## config.mk

```make
export PLATFORM = sky130hd
export DESIGN_NAME = rxq_level_irq
export DESIGN_NICKNAME = d
export VERILOG_FILES = /design/src/rtl/rxq_pkg.sv /design/src/rtl/rxq_fifo.sv /design/src/rtl/rxq_trig_eval.sv /design/src/rtl/rxq_ie_bit.sv /design/src/rtl/rxq_level_irq.sv
export SDC_FILE = /design/constraint.sdc
export NUM_CORES = 1
export LEC_CHECK = 0
export ABC_AREA = 1
export BUFFER_PORTS_ARGS = -buffer_cell sky130_fd_sc_hd__buf_2
export CAP_MARGIN = 20
export CORE_UTILIZATION = 30
export DETAILED_ROUTE_END_ITERATION = 12
export PLACE_DENSITY_LB_ADDON = 0.25
export SYNTH_ARGS = -nofsm -noshare
export SYNTH_HDL_FRONTEND = slang
export SYNTH_HIERARCHICAL = 1
export SYNTH_SLANG_ARGS = --single-unit
```

## constraint.sdc

```tcl
create_clock -name clk -period 2.7 [get_ports clk]
set_clock_uncertainty 0.1 [all_clocks]
set_input_delay 0 -clock clk [delete_from_list [all_inputs] [get_ports clk]]
set_output_delay 0 -clock clk [all_outputs]
set_load 0.02 [all_outputs]
```

## src/rtl/rxq_pkg.sv

```systemverilog
package rxq_pkg;
  localparam int unsigned TRIG_CODE_W = 4;
  localparam logic [TRIG_CODE_W-1:0] TRIG_FIRST = 4'b0000;
  localparam logic [TRIG_CODE_W-1:0] TRIG_SECOND = 4'b0001;
  localparam logic [TRIG_CODE_W-1:0] TRIG_LAST = 4'b1111;

  localparam int unsigned DIR_TX = 0;
  localparam int unsigned DIR_RX = 1;

  // Receive side: fires as the queue fills.
  function automatic logic rx_trig_hit(input logic [TRIG_CODE_W-1:0] code,
                                       input int unsigned lvl,
                                       input int unsigned full_lvl);
    logic hit;
    unique case (code)
      TRIG_FIRST:  hit = (lvl >= 1);
      TRIG_SECOND: hit = (lvl >= 2);
      TRIG_LAST:   hit = (lvl == full_lvl);
      default:     hit = 1'b0;
    endcase
    return hit;
  endfunction

  // Transmit side: fires as the queue drains.
  function automatic logic tx_trig_hit(input logic [TRIG_CODE_W-1:0] code,
                                       input int unsigned lvl,
                                       input int unsigned full_lvl);
    logic hit;
    unique case (code)
      TRIG_FIRST:  hit = (lvl == 0);
      TRIG_SECOND: hit = (lvl == 1);
      TRIG_LAST:   hit = (lvl + 1 <= full_lvl);
      default:     hit = 1'b0;
    endcase
    return hit;
  endfunction
endpackage

```

## src/rtl/rxq_fifo.sv

```systemverilog
module rxq_fifo #(
  parameter int unsigned DEPTH = 16,
  parameter int unsigned DATA_W = 8,
  localparam int unsigned AW = (DEPTH > 1) ? $clog2(DEPTH) : 1,
  localparam int unsigned CNT_W = $clog2(DEPTH + 1)
) (
  input  logic              clk,
  input  logic              rst_n,
  input  logic              push_valid,
  input  logic [DATA_W-1:0] push_data,
  input  logic              pop_req,
  input  logic              flush,
  output logic [DATA_W-1:0] head_data,
  output logic [CNT_W-1:0]  level,
  output logic              push_acc,
  output logic              pop_acc
);
  localparam logic [AW-1:0] LAST_IDX = AW'(DEPTH - 1);
  localparam logic [CNT_W-1:0] FULL_LVL = CNT_W'(DEPTH);

  logic [DATA_W-1:0] mem [DEPTH];
  logic [AW-1:0] wr_ptr, rd_ptr;
  logic [CNT_W-1:0] count;
  logic is_empty, is_full;

  function automatic logic [AW-1:0] ptr_next(input logic [AW-1:0] p);
    return (p == LAST_IDX) ? '0 : p + 1'b1;
  endfunction

  assign is_empty = (count == '0);
  assign is_full  = (count == FULL_LVL);
  assign push_acc = push_valid && !is_full && !flush;
  assign pop_acc  = pop_req && !is_empty && !flush;
  assign head_data = is_empty ? '0 : mem[rd_ptr];
  assign level = count;

  always_ff @(posedge clk or negedge rst_n) begin
    if (!rst_n) begin
      wr_ptr <= '0;
      rd_ptr <= '0;
      count  <= '0;
    end else if (flush) begin
      wr_ptr <= '0;
      rd_ptr <= '0;
      count  <= '0;
    end else begin
      if (push_acc) wr_ptr <= ptr_next(wr_ptr);
      if (pop_acc)  rd_ptr <= ptr_next(rd_ptr);
      unique case ({push_acc, pop_acc})
        2'b10:   count <= count + 1'b1;
        2'b01:   count <= count - 1'b1;
        default: count <= count;
      endcase
    end
  end

  always_ff @(posedge clk) begin
    if (push_acc) mem[wr_ptr] <= push_data;
  end
endmodule

```

## src/rtl/rxq_trig_eval.sv

```systemverilog
module rxq_trig_eval #(
  parameter int unsigned DEPTH = 16,
  parameter bit IS_RX = 1'b1,
  localparam int unsigned CNT_W = $clog2(DEPTH + 1),
  localparam int unsigned CW = rxq_pkg::TRIG_CODE_W
) (
  input  logic             clk,
  input  logic             rst_n,
  input  logic             cfg_we,
  input  logic [CW-1:0]    cfg_code,
  input  logic             cfg_en,
  input  logic [CNT_W-1:0] level,
  output logic             trig_en_q,
  output logic             hit
);
  logic [CW-1:0] code_q;

  always_ff @(posedge clk or negedge rst_n) begin
    if (!rst_n) begin
      code_q    <= '0;
      trig_en_q <= 1'b0;
    end else if (cfg_we) begin
      code_q    <= cfg_code;
      trig_en_q <= cfg_en;
    end
  end

  generate
    if (IS_RX) begin : g_rx
      assign hit = rxq_pkg::rx_trig_hit(code_q, 32'(level), DEPTH);
    end else begin : g_tx
      assign hit = rxq_pkg::tx_trig_hit(code_q, 32'(level), DEPTH);
    end
  endgenerate
endmodule

```

## src/rtl/rxq_ie_bit.sv

```systemverilog
module rxq_ie_bit (
  input  logic clk,
  input  logic rst_n,
  input  logic set_i,
  input  logic clr_i,
  output logic en_q
);
  always_ff @(posedge clk or negedge rst_n) begin
    if (!rst_n)     en_q <= 1'b0;
    else if (clr_i) en_q <= 1'b0;
    else if (set_i) en_q <= 1'b1;
  end
endmodule

```

## src/rtl/rxq_level_irq.sv

```systemverilog
module rxq_level_irq #(
  parameter int unsigned DEPTH = 16,
  parameter int unsigned DATA_W = 8,
  localparam int unsigned CNT_W = $clog2(DEPTH + 1),
  localparam int unsigned CW = rxq_pkg::TRIG_CODE_W
) (
  input  logic              clk,
  input  logic              rst_n,
  input  logic              push_valid,
  input  logic [DATA_W-1:0] push_data,
  input  logic              pop_req,
  output logic [DATA_W-1:0] pop_data,
  input  logic              flush,
  input  logic              cfg_we,
  input  logic [CW-1:0]     cfg_rx_code,
  input  logic [CW-1:0]     cfg_tx_code,
  input  logic [1:0]        cfg_trig_en,
  input  logic [1:0]        ie_set,
  input  logic [1:0]        ie_clr,
  output logic [1:0]        trig_en_q,
  output logic [1:0]        ie_q,
  output logic [1:0]        lvl_stat,
  output logic              irq,
  output logic [CNT_W-1:0]  rx_level,
  output logic              rx_not_empty,
  output logic              rx_full
);
  logic push_acc, pop_acc;
  logic [1:0] trig_hit;
  logic [CW-1:0] cfg_code [2];

  assign cfg_code[rxq_pkg::DIR_TX] = cfg_tx_code;
  assign cfg_code[rxq_pkg::DIR_RX] = cfg_rx_code;

  rxq_fifo #(.DEPTH(DEPTH), .DATA_W(DATA_W)) fifo_i (
    .clk(clk), .rst_n(rst_n),
    .push_valid(push_valid), .push_data(push_data),
    .pop_req(pop_req), .flush(flush),
    .head_data(pop_data), .level(rx_level),
    .push_acc(push_acc), .pop_acc(pop_acc)
  );

  generate
    for (genvar d = 0; d < 2; d++) begin : g_dir
      rxq_trig_eval #(.DEPTH(DEPTH), .IS_RX(d == rxq_pkg::DIR_RX)) trig_i (
        .clk(clk), .rst_n(rst_n),
        .cfg_we(cfg_we), .cfg_code(cfg_code[d]), .cfg_en(cfg_trig_en[d]),
        .level(rx_level), .trig_en_q(trig_en_q[d]), .hit(trig_hit[d])
      );
      rxq_ie_bit ie_i (
        .clk(clk), .rst_n(rst_n),
        .set_i(ie_set[d]), .clr_i(ie_clr[d]), .en_q(ie_q[d])
      );
      assign lvl_stat[d] = ie_q[d] & trig_hit[d];
    end
  endgenerate

  assign irq = |lvl_stat;
  assign rx_not_empty = (rx_level != '0);
  assign rx_full = (rx_level == CNT_W'(DEPTH));
endmodule

```

# Yosys cells after proc, flatten, opt, wreduce, memory -nomap -nowiden

Memory sizes are Yosys's and may differ from the RTL's.
Index checks and enable logic that the tools add are counted.

Multiplexer cells: 17
Multipliers: 0
Divide/modulo/power cells: 0
Order comparisons: 3
Bitwise gates (word level): 2
Reductions and logical operators: 17
Shift-type cells: 0
Add/subtract/negate cells: 5
Equal/unequal tests: 10

Operators with widths:

| kind                                                              | count |
|---|---|
| less-or-equal comparator 32 x 5 -> 1 bit, second input constant   | 1 |
| two-way mux 4 bit                                                 | 6 |
| == test 4 bit, second input constant                              | 4 |
| one-hot mux 5 bit (2 select lines)                                | 1 |
| adder 4 x 1 -> 4 bit, second input constant                       | 2 |
| == test 4 x 1 -> 1 bit, second input constant                     | 2 |
| logical NOT 4 bit                                                 | 2 |
| two-way mux 8 bit                                                 | 1 |
| nonzero test 2 bit                                                | 4 |
| adder 5 x 1 -> 6 bit, second input constant                       | 1 |
| two-way mux 1 bit                                                 | 6 |
| one-hot mux 1 bit (3 select lines)                                | 2 |
| adder 5 x 1 -> 5 bit, second input constant                       | 1 |
| == test 5 x 1 -> 1 bit, second input constant                     | 1 |
| == test 5 bit, second input constant                              | 1 |
| greater-or-equal comparator 5 x 1 -> 1 bit, second input constant | 1 |
| greater-or-equal comparator 5 x 2 -> 1 bit, second input constant | 1 |
| logical NOT 5 bit                                                 | 1 |
| two-way mux 5 bit                                                 | 1 |
| nonzero test 5 bit                                                | 1 |
| subtractor 5 x 1 -> 5 bit, second input constant                  | 1 |
| logical AND 1 bit                                                 | 4 |
| logical NOT 1 bit                                                 | 3 |
| nonzero test 3 bit                                                | 1 |
| 4 further kinds                                                   | 5 |

Bits in writable memories: 128
Memories kept: 1
Input bits: 28
Output and inout port bits: 22
Register bits: 25
Latch bits: 0
ROM bits: 0
Logic and storage cells: 64

Memory list:

| name       | words | bits a word | read ports | clocked after Yosys merged registers in | wr ports | RTL line       | RTL |
|---|---|---|---|---|---|---|---|
| fifo_i.mem | 16    | 8           | 1          | 0                                       | 1        | rxq_fifo.sv:21 | `logic [DATA_W-1:0] mem [DEPTH];` |

# Depth between registers and ports, before layout

Depth after elaboration: 7
Mapped depth: 15

# Hierarchy

The synthesis kept the hierarchy.

Modules (own cells, without submodules):

| module                          | seq. area each (µm²) | area an instance (µm²) | cells an instance | instances |
|---|---|---|---|---|
| rxq_fifo                        | 4169.0               | 5944.5                 | 476               | 1 |
| rxq_trig_eval (g_dir[0].trig_i) | 125.1                | 257.7                  | 28                | 1 |
| rxq_trig_eval (g_dir[1].trig_i) | 125.1                | 250.2                  | 28                | 1 |
| rxq_ie_bit                      | 25.0                 | 32.5                   | 3                 | 2 |
| rxq_level_irq                   | 0.0                  | 42.5                   | 11                | 1 |

# Worst setup path after synthesis

Ideal clock, no wire load.

Path kind: flip-flop to flip-flop
From: reg fifo_i.count[0], in the netlist fifo_i/level[0]
To: mem fifo_i.mem[4][0] (enable)
Library setup time: 0.370 ns
Slack: 0.638 ns
Data required time: 2.230 ns
Path buffers: 0
Data arrival time: 1.591 ns
Cell stages (with the launch flop): 7
Period minus slack after synthesis: 2.062 ns
Path through: dfrtp_1 -> nor2_2 -> nand3_1 -> nand3_1 -> inv_1 -> nand2_1 -> nor2_1

Longest elaborated chain between the ends: 6

Ends and longest elaborated chain:

| what                                    | RTL line            | RTL |
|---|---|---|
| start: declaration                      | rxq_fifo.sv:23      | `logic [CNT_W-1:0] count;` |
| start signal: assignment                | rxq_fifo.sv:50      | `2'b10: count <= count + 1'b1;` |
| start signal: assignment                | rxq_fifo.sv:51      | `2'b01: count <= count - 1'b1;` |
| start signal: assignment                | rxq_fifo.sv:52      | `default: count <= count;` |
| == test 5 bit                           | rxq_fifo.sv:31      | `assign is_full = (count == FULL_LVL);` |
| logical NOT 1 bit                       | rxq_fifo.sv:32      | `assign push_acc = push_valid && !is_full && !flush;` |
| logical AND 1 bit (2 in series)         | rxq_fifo.sv:32      |  |
| named net push_acc                      | rxq_level_irq.sv:28 | `logic push_acc, pop_acc;` |
| two-way mux 1 bit                       | rxq_fifo.sv:58      | `if (push_acc) mem[wr_ptr] <= push_data;` |
| two-way mux 1 bit (not written as such) | rxq_fifo.sv:58      |  |
| end: declaration                        | rxq_fifo.sv:21      |  |

The timed path passes the listed nets, and every way through them passes these cells.

# Worst setup path in the final report

From: reg fifo_i.rd_ptr[0]
To: out pop_data[7]

Longest elaborated chain between the ends: 2

Ends and longest elaborated chain:

| what                     | RTL line            | RTL |
|---|---|---|
| start: declaration       | rxq_fifo.sv:22      | `logic [AW-1:0] wr_ptr, rd_ptr;` |
| start signal: assignment | rxq_fifo.sv:48      | `if (pop_acc) rd_ptr <= ptr_next(rd_ptr);` |
| memory (16 x 8 bit)      | -                   |  |
| two-way mux 8 bit        | rxq_fifo.sv:34      | `assign head_data = is_empty ? '0 : mem[rd_ptr];` |
| end: declaration         | rxq_level_irq.sv:12 | `output logic [DATA_W-1:0] pop_data,` |

Every way passes these cells.

==> impl_metrics.xml <==
<?xml version="1.0" encoding="UTF-8"?>
<metrics>
  <group name="status">
    <metric name="status" unit="">completed</metric>
  </group>
  <group name="setup_path">
    <metric name="worst-path-buf-inv" unit="">2</metric>
    <metric name="worstPathArrival" unit="ps">2430</metric>
    <metric name="timing.critical_path.slowest_cell_delay" unit="ps">520</metric>
    <metric name="worst-path-max-fanout" unit="">14</metric>
    <metric name="critical-path-top-delay-family" unit="">compound AO/OA/AOI/OAI gates</metric>
    <metric name="worst_setup_path_start_kind" unit="">register</metric>
    <metric name="endpoint_kind" unit="">primary output</metric>
    <metric name="required_time_of_the_critical_path" unit="ps">2600</metric>
    <metric name="criticalPathCategory" unit="">reg -&gt; out</metric>
    <metric name="critical_path.cell_chain" unit="">inv_1 &gt; nand2_1 &gt; a221oi_1 &gt; nor2_1 &gt; a211oi_1 &gt; buf_2</metric>
    <metric name="standard_cell_with_the_maximum_stage_delay_on_the_critical_path" unit="">sky130_fd_sc_hd__a221oi_1</metric>
  </group>
  <group name="global_routing">
    <metric name="initial_antenna_violation_count" unit="">0</metric>
    <metric name="globalRoute.totalOverflow" unit="">0</metric>
    <metric name="top_usage_layer" unit="">met2</metric>
    <metric name="gr-usage-met2" unit="%">24.54</metric>
    <metric name="groute.layer.met3.usage" unit="%">3.537</metric>
    <metric name="grt_util_met1" unit="%">20.23</metric>
    <metric name="grt_pass1_vias" unit="">4534</metric>
    <metric name="grt_pass1_wl" unit="mm">25.05</metric>
    <metric name="track_usage" unit="%">15.29</metric>
    <metric name="grt_max_degree" unit="">67</metric>
  </group>
  <group name="power">
    <metric name="leakagePower" unit="nW">3.153</metric>
    <metric name="power_density" unit="mW/mm2">867.2</metric>
    <metric name="design_power_total" unit="mW">7.091</metric>
    <metric name="vdd.ir_drop.worst" unit="mV">0.5058</metric>
  </group>
  <group name="yosys">
    <metric name="synthArstFlopShare" unit="%">16.34</metric>
    <metric name="yosysSeqAreaShare" unit="%">68.13</metric>
    <metric name="yosysUniqueCellTypes" unit="">36</metric>
    <metric name="postSynthCellCount" unit="">549</metric>
    <metric name="ys_warn_count" unit="">6</metric>
    <metric name="syn-num-nets" unit="">584</metric>
    <metric name="post_synth.cell_area_avg" unit="um2">11.95</metric>
    <metric name="synth_seq_cells" unit="">153</metric>
    <metric name="dominantRegCellSynth" unit="">sky130_fd_sc_hd__edfxtp_1</metric>
    <metric name="mapped_cell_area" unit="mm2">0.006560</metric>
    <metric name="number_of_flops_mapped_to_enable_cells_by_yosys" unit="">128</metric>
  </group>
  <group name="timing">
    <metric name="timing.final.setup_violations" unit="">0</metric>
    <metric name="finalHoldWorstSlack" unit="ps">2.767</metric>
    <metric name="hold_violations_final" unit="">0</metric>
    <metric name="fin_tns_setup" unit="ps">0</metric>
    <metric name="max_slew_margin" unit="%">45.13</metric>
    <metric name="rsz0062_at_grt" unit="">no</metric>
    <metric name="final_min_period_over_clock_period" unit="%">93.63</metric>
    <metric name="worst-slew-pin-transition" unit="ps">820.0</metric>
    <metric name="finalMaxSlewViolations" unit="">0</metric>
    <metric name="period_minus_slack" unit="ps">2528</metric>
    <metric name="timing.fmax" unit="GHz">0.3956</metric>
  </group>
  <group name="clock_tree">
    <metric name="clock_tree.root_cell" unit="">sky130_fd_sc_hd__clkbuf_16</metric>
    <metric name="cts_inserted_buffers" unit="">17</metric>
    <metric name="cts.reportedPaths.clkPinSlew" unit="ps">60</metric>
    <metric name="cts_repair_resize_count" unit="">0</metric>
    <metric name="cts_hold_buffers" unit="">41</metric>
    <metric name="clock_sink_count" unit="">153</metric>
    <metric name="cts_max_level" unit="">4</metric>
    <metric name="cts_tree" unit="">yes</metric>
    <metric name="cts_buffer_depth" unit="">2</metric>
    <metric name="worstSkewPairLatency" unit="ps">420</metric>
    <metric name="cts_setup_buffers" unit="">0</metric>
  </group>
  <group name="detailed_routing">
    <metric name="number_of_vias_per_cell_after_detailed_routing" unit="">4.816</metric>
    <metric name="initialDrtViolationCount" unit="">326</metric>
    <metric name="wl_per_cell" unit="um">17.03</metric>
    <metric name="drt_drc_violations_left" unit="">0</metric>
    <metric name="postRouteWirelength" unit="mm">16.09</metric>
    <metric name="num_vias" unit="">4551</metric>
    <metric name="detail_route.first_pass.iterations" unit="">5</metric>
    <metric name="ant_nets" unit="">0</metric>
  </group>
  <group name="placement">
    <metric name="port_buffers" unit="">49</metric>
    <metric name="dpl.cell_count" unit="">872</metric>
    <metric name="gp_congestion" unit="">0.8470</metric>
    <metric name="dp_hpwl" unit="mm">10.12</metric>
  </group>
  <group name="cells_and_area">
    <metric name="layout_commonest_cell" unit="">sky130_fd_sc_hd__edfxtp_1</metric>
    <metric name="most-common-layout-cells" unit="">128 x sky130_fd_sc_hd__edfxtp_1, 106 x sky130_fd_sc_hd__nand2_1, 60 x sky130_fd_sc_hd__nor2_1</metric>
    <metric name="layout-area-overhead-vs-synth" unit="%">24.64</metric>
    <metric name="share_of_cells_above_drive_strength_1" unit="%">18.81</metric>
    <metric name="layout.nets" unit="">692</metric>
    <metric name="instances_no_fill" unit="">945</metric>
    <metric name="insertedDiodeCount" unit="">0</metric>
  </group>
  <group name="floorplanning">
    <metric name="core-area" unit="mm2">0.02122</metric>
    <metric name="placementRows" unit="">53</metric>
    <metric name="boundaryPins" unit="">50</metric>
    <metric name="chipWidth" unit="um">149.9</metric>
    <metric name="die_area" unit="mm2">0.02246</metric>
    <metric name="die_height" unit="um">149.9</metric>
    <metric name="initial_utilization" unit="%">30.91</metric>
  </group>
  <group name="run">
    <metric name="max_cap_viol_count" unit="">0</metric>
  </group>
  <group name="hold_path">
    <metric name="worst_hold_path_type" unit="">in -&gt; async</metric>
  </group>
</metrics>
registers in the layout (all words and copies together), names as in the netlist:
register / flops
g_dir.trig_i/trig_en_q: 2
fifo_i/mem: 128
fifo_i/wr_ptr: 4
fifo_i/rd_ptr: 4
fifo_i/level: 5
g_dir.ie_i/en_q: 2
g_dir.trig_i/code_q: 8
layout make-up:
type | count | area [um2]
Clock inverter | 15 | 117.6
Inverter | 32 | 122.6
Timing Repair Buffer | 111 | 838.3
Fill cell | 2033 | 13040
Sequential cell | 153 | 4471
Multi-Input combinational cell | 342 | 1858
Clock buffer | 17 | 425.4
Tap cell | 275 | 344.1
cell families (layout without fill, tap and decap cells):
logic type / after synthesis / count (layout) / synth area share, %
flops: 153 / 153 / 68.13
compound gates: 111 / 111 / 10.09
buf+inv: 54 / 175 / 3.548
fa+ha+maj: 7 / 7 / 1.335
mux: 21 / 21 / 3.586
xor+xnor: 1 / 1 / 0.1335
simple gates: 202 / 202 / 13.18
metal layers:
metal	vias to the layer above	part of all wire (%)	wire [um]
met4	0	1.0	166
met1	2218	47	7578
met3	12	4.9	785
met5	-	0	0
met2	138	47	7561
li1	2183	-	-
stage by stage:
stage               area (um2)  utilization (%)  setup WS, ps
CTS                       8177            38.53         174.4
finish                    8177            38.53         172.1
floorplan                 6560                -         638.4
detailed placement        7223            34.04         371.5
global placement          7223            34.04         436.6
global route              8177            38.53         10.90
worst reg2reg max path, delay by kind of cell (launching register included):
family,cells,cell delay [ps]
buffers and inverters,1,110
DFF,1,600
and+or+nand+nor,5,1090
cell usage after synthesis (3+ instances only):
master / number / share of area [%]
sky130_fd_sc_hd__nand2_1: 106 / 6.1
sky130_fd_sc_hd__mux2_4: 5 / 1.1
sky130_fd_sc_hd__nand3_1: 15 / 1.1
sky130_fd_sc_hd__clkbuf_1: 14 / 0.80
sky130_fd_sc_hd__o221ai_1: 8 / 1.1
sky130_fd_sc_hd__nor2_1: 60 / 3.4
sky130_fd_sc_hd__edfxtp_1: 128 / 59
sky130_fd_sc_hd__o21ai_1: 6 / 0.46
sky130_fd_sc_hd__a21oi_1: 35 / 2.7
sky130_fd_sc_hd__a221oi_1: 8 / 1.1
sky130_fd_sc_hd__o21ai_0: 31 / 2.4
sky130_fd_sc_hd__nor2_2: 3 / 0.29
sky130_fd_sc_hd__ha_1: 7 / 1.3
sky130_fd_sc_hd__dfrtp_1: 25 / 9.5
sky130_fd_sc_hd__a211oi_1: 8 / 0.92
sky130_fd_sc_hd__buf_2: 4 / 0.31
sky130_fd_sc_hd__mux2i_1: 16 / 2.4
sky130_fd_sc_hd__inv_2: 5 / 0.29
sky130_fd_sc_hd__o22ai_1: 11 / 1.0
sky130_fd_sc_hd__nor3_1: 8 / 0.61
sky130_fd_sc_hd__nand2_2: 3 / 0.29
sky130_fd_sc_hd__inv_1: 26 / 1.5
worst paths after layout:
| path | slack (ps) | from | cells after the start | to |
|---|---|---|---|---|
| worst max register to register | 430 | fifo_i/level[0]$_DFFE_PN0P_ | 6 | fifo_i/mem[3][4]$_DFFE_PP_ |
| worst max-delay path | 170 | fifo_i/rd_ptr[0]$_DFFE_PN0P_ | 6 | pop_data[7] |
| worst min-delay path | 3 | rst_n | 2 | g_dir[1].ie_i/en_q$_DFFE_PN0P_ |
| min in group clk | 260 | ie_set[0] | 4 | g_dir[0].ie_i/en_q$_DFFE_PN0P_ |
| worst min register to register | 550 | fifo_i/wr_ptr[1]$_DFFE_PN0P_ | 2 | fifo_i/wr_ptr[1]$_DFFE_PN0P_ |
| max in group asynchronous | 2070 | rst_n | 2 | fifo_i/rd_ptr[0]$_DFFE_PN0P_ |
power by group:
part           switching, mW  internal (mW)
clock network           1.00           1.19
registers              0.132           2.65
logic                   1.39          0.723
(Power assumes the default switching activity.)
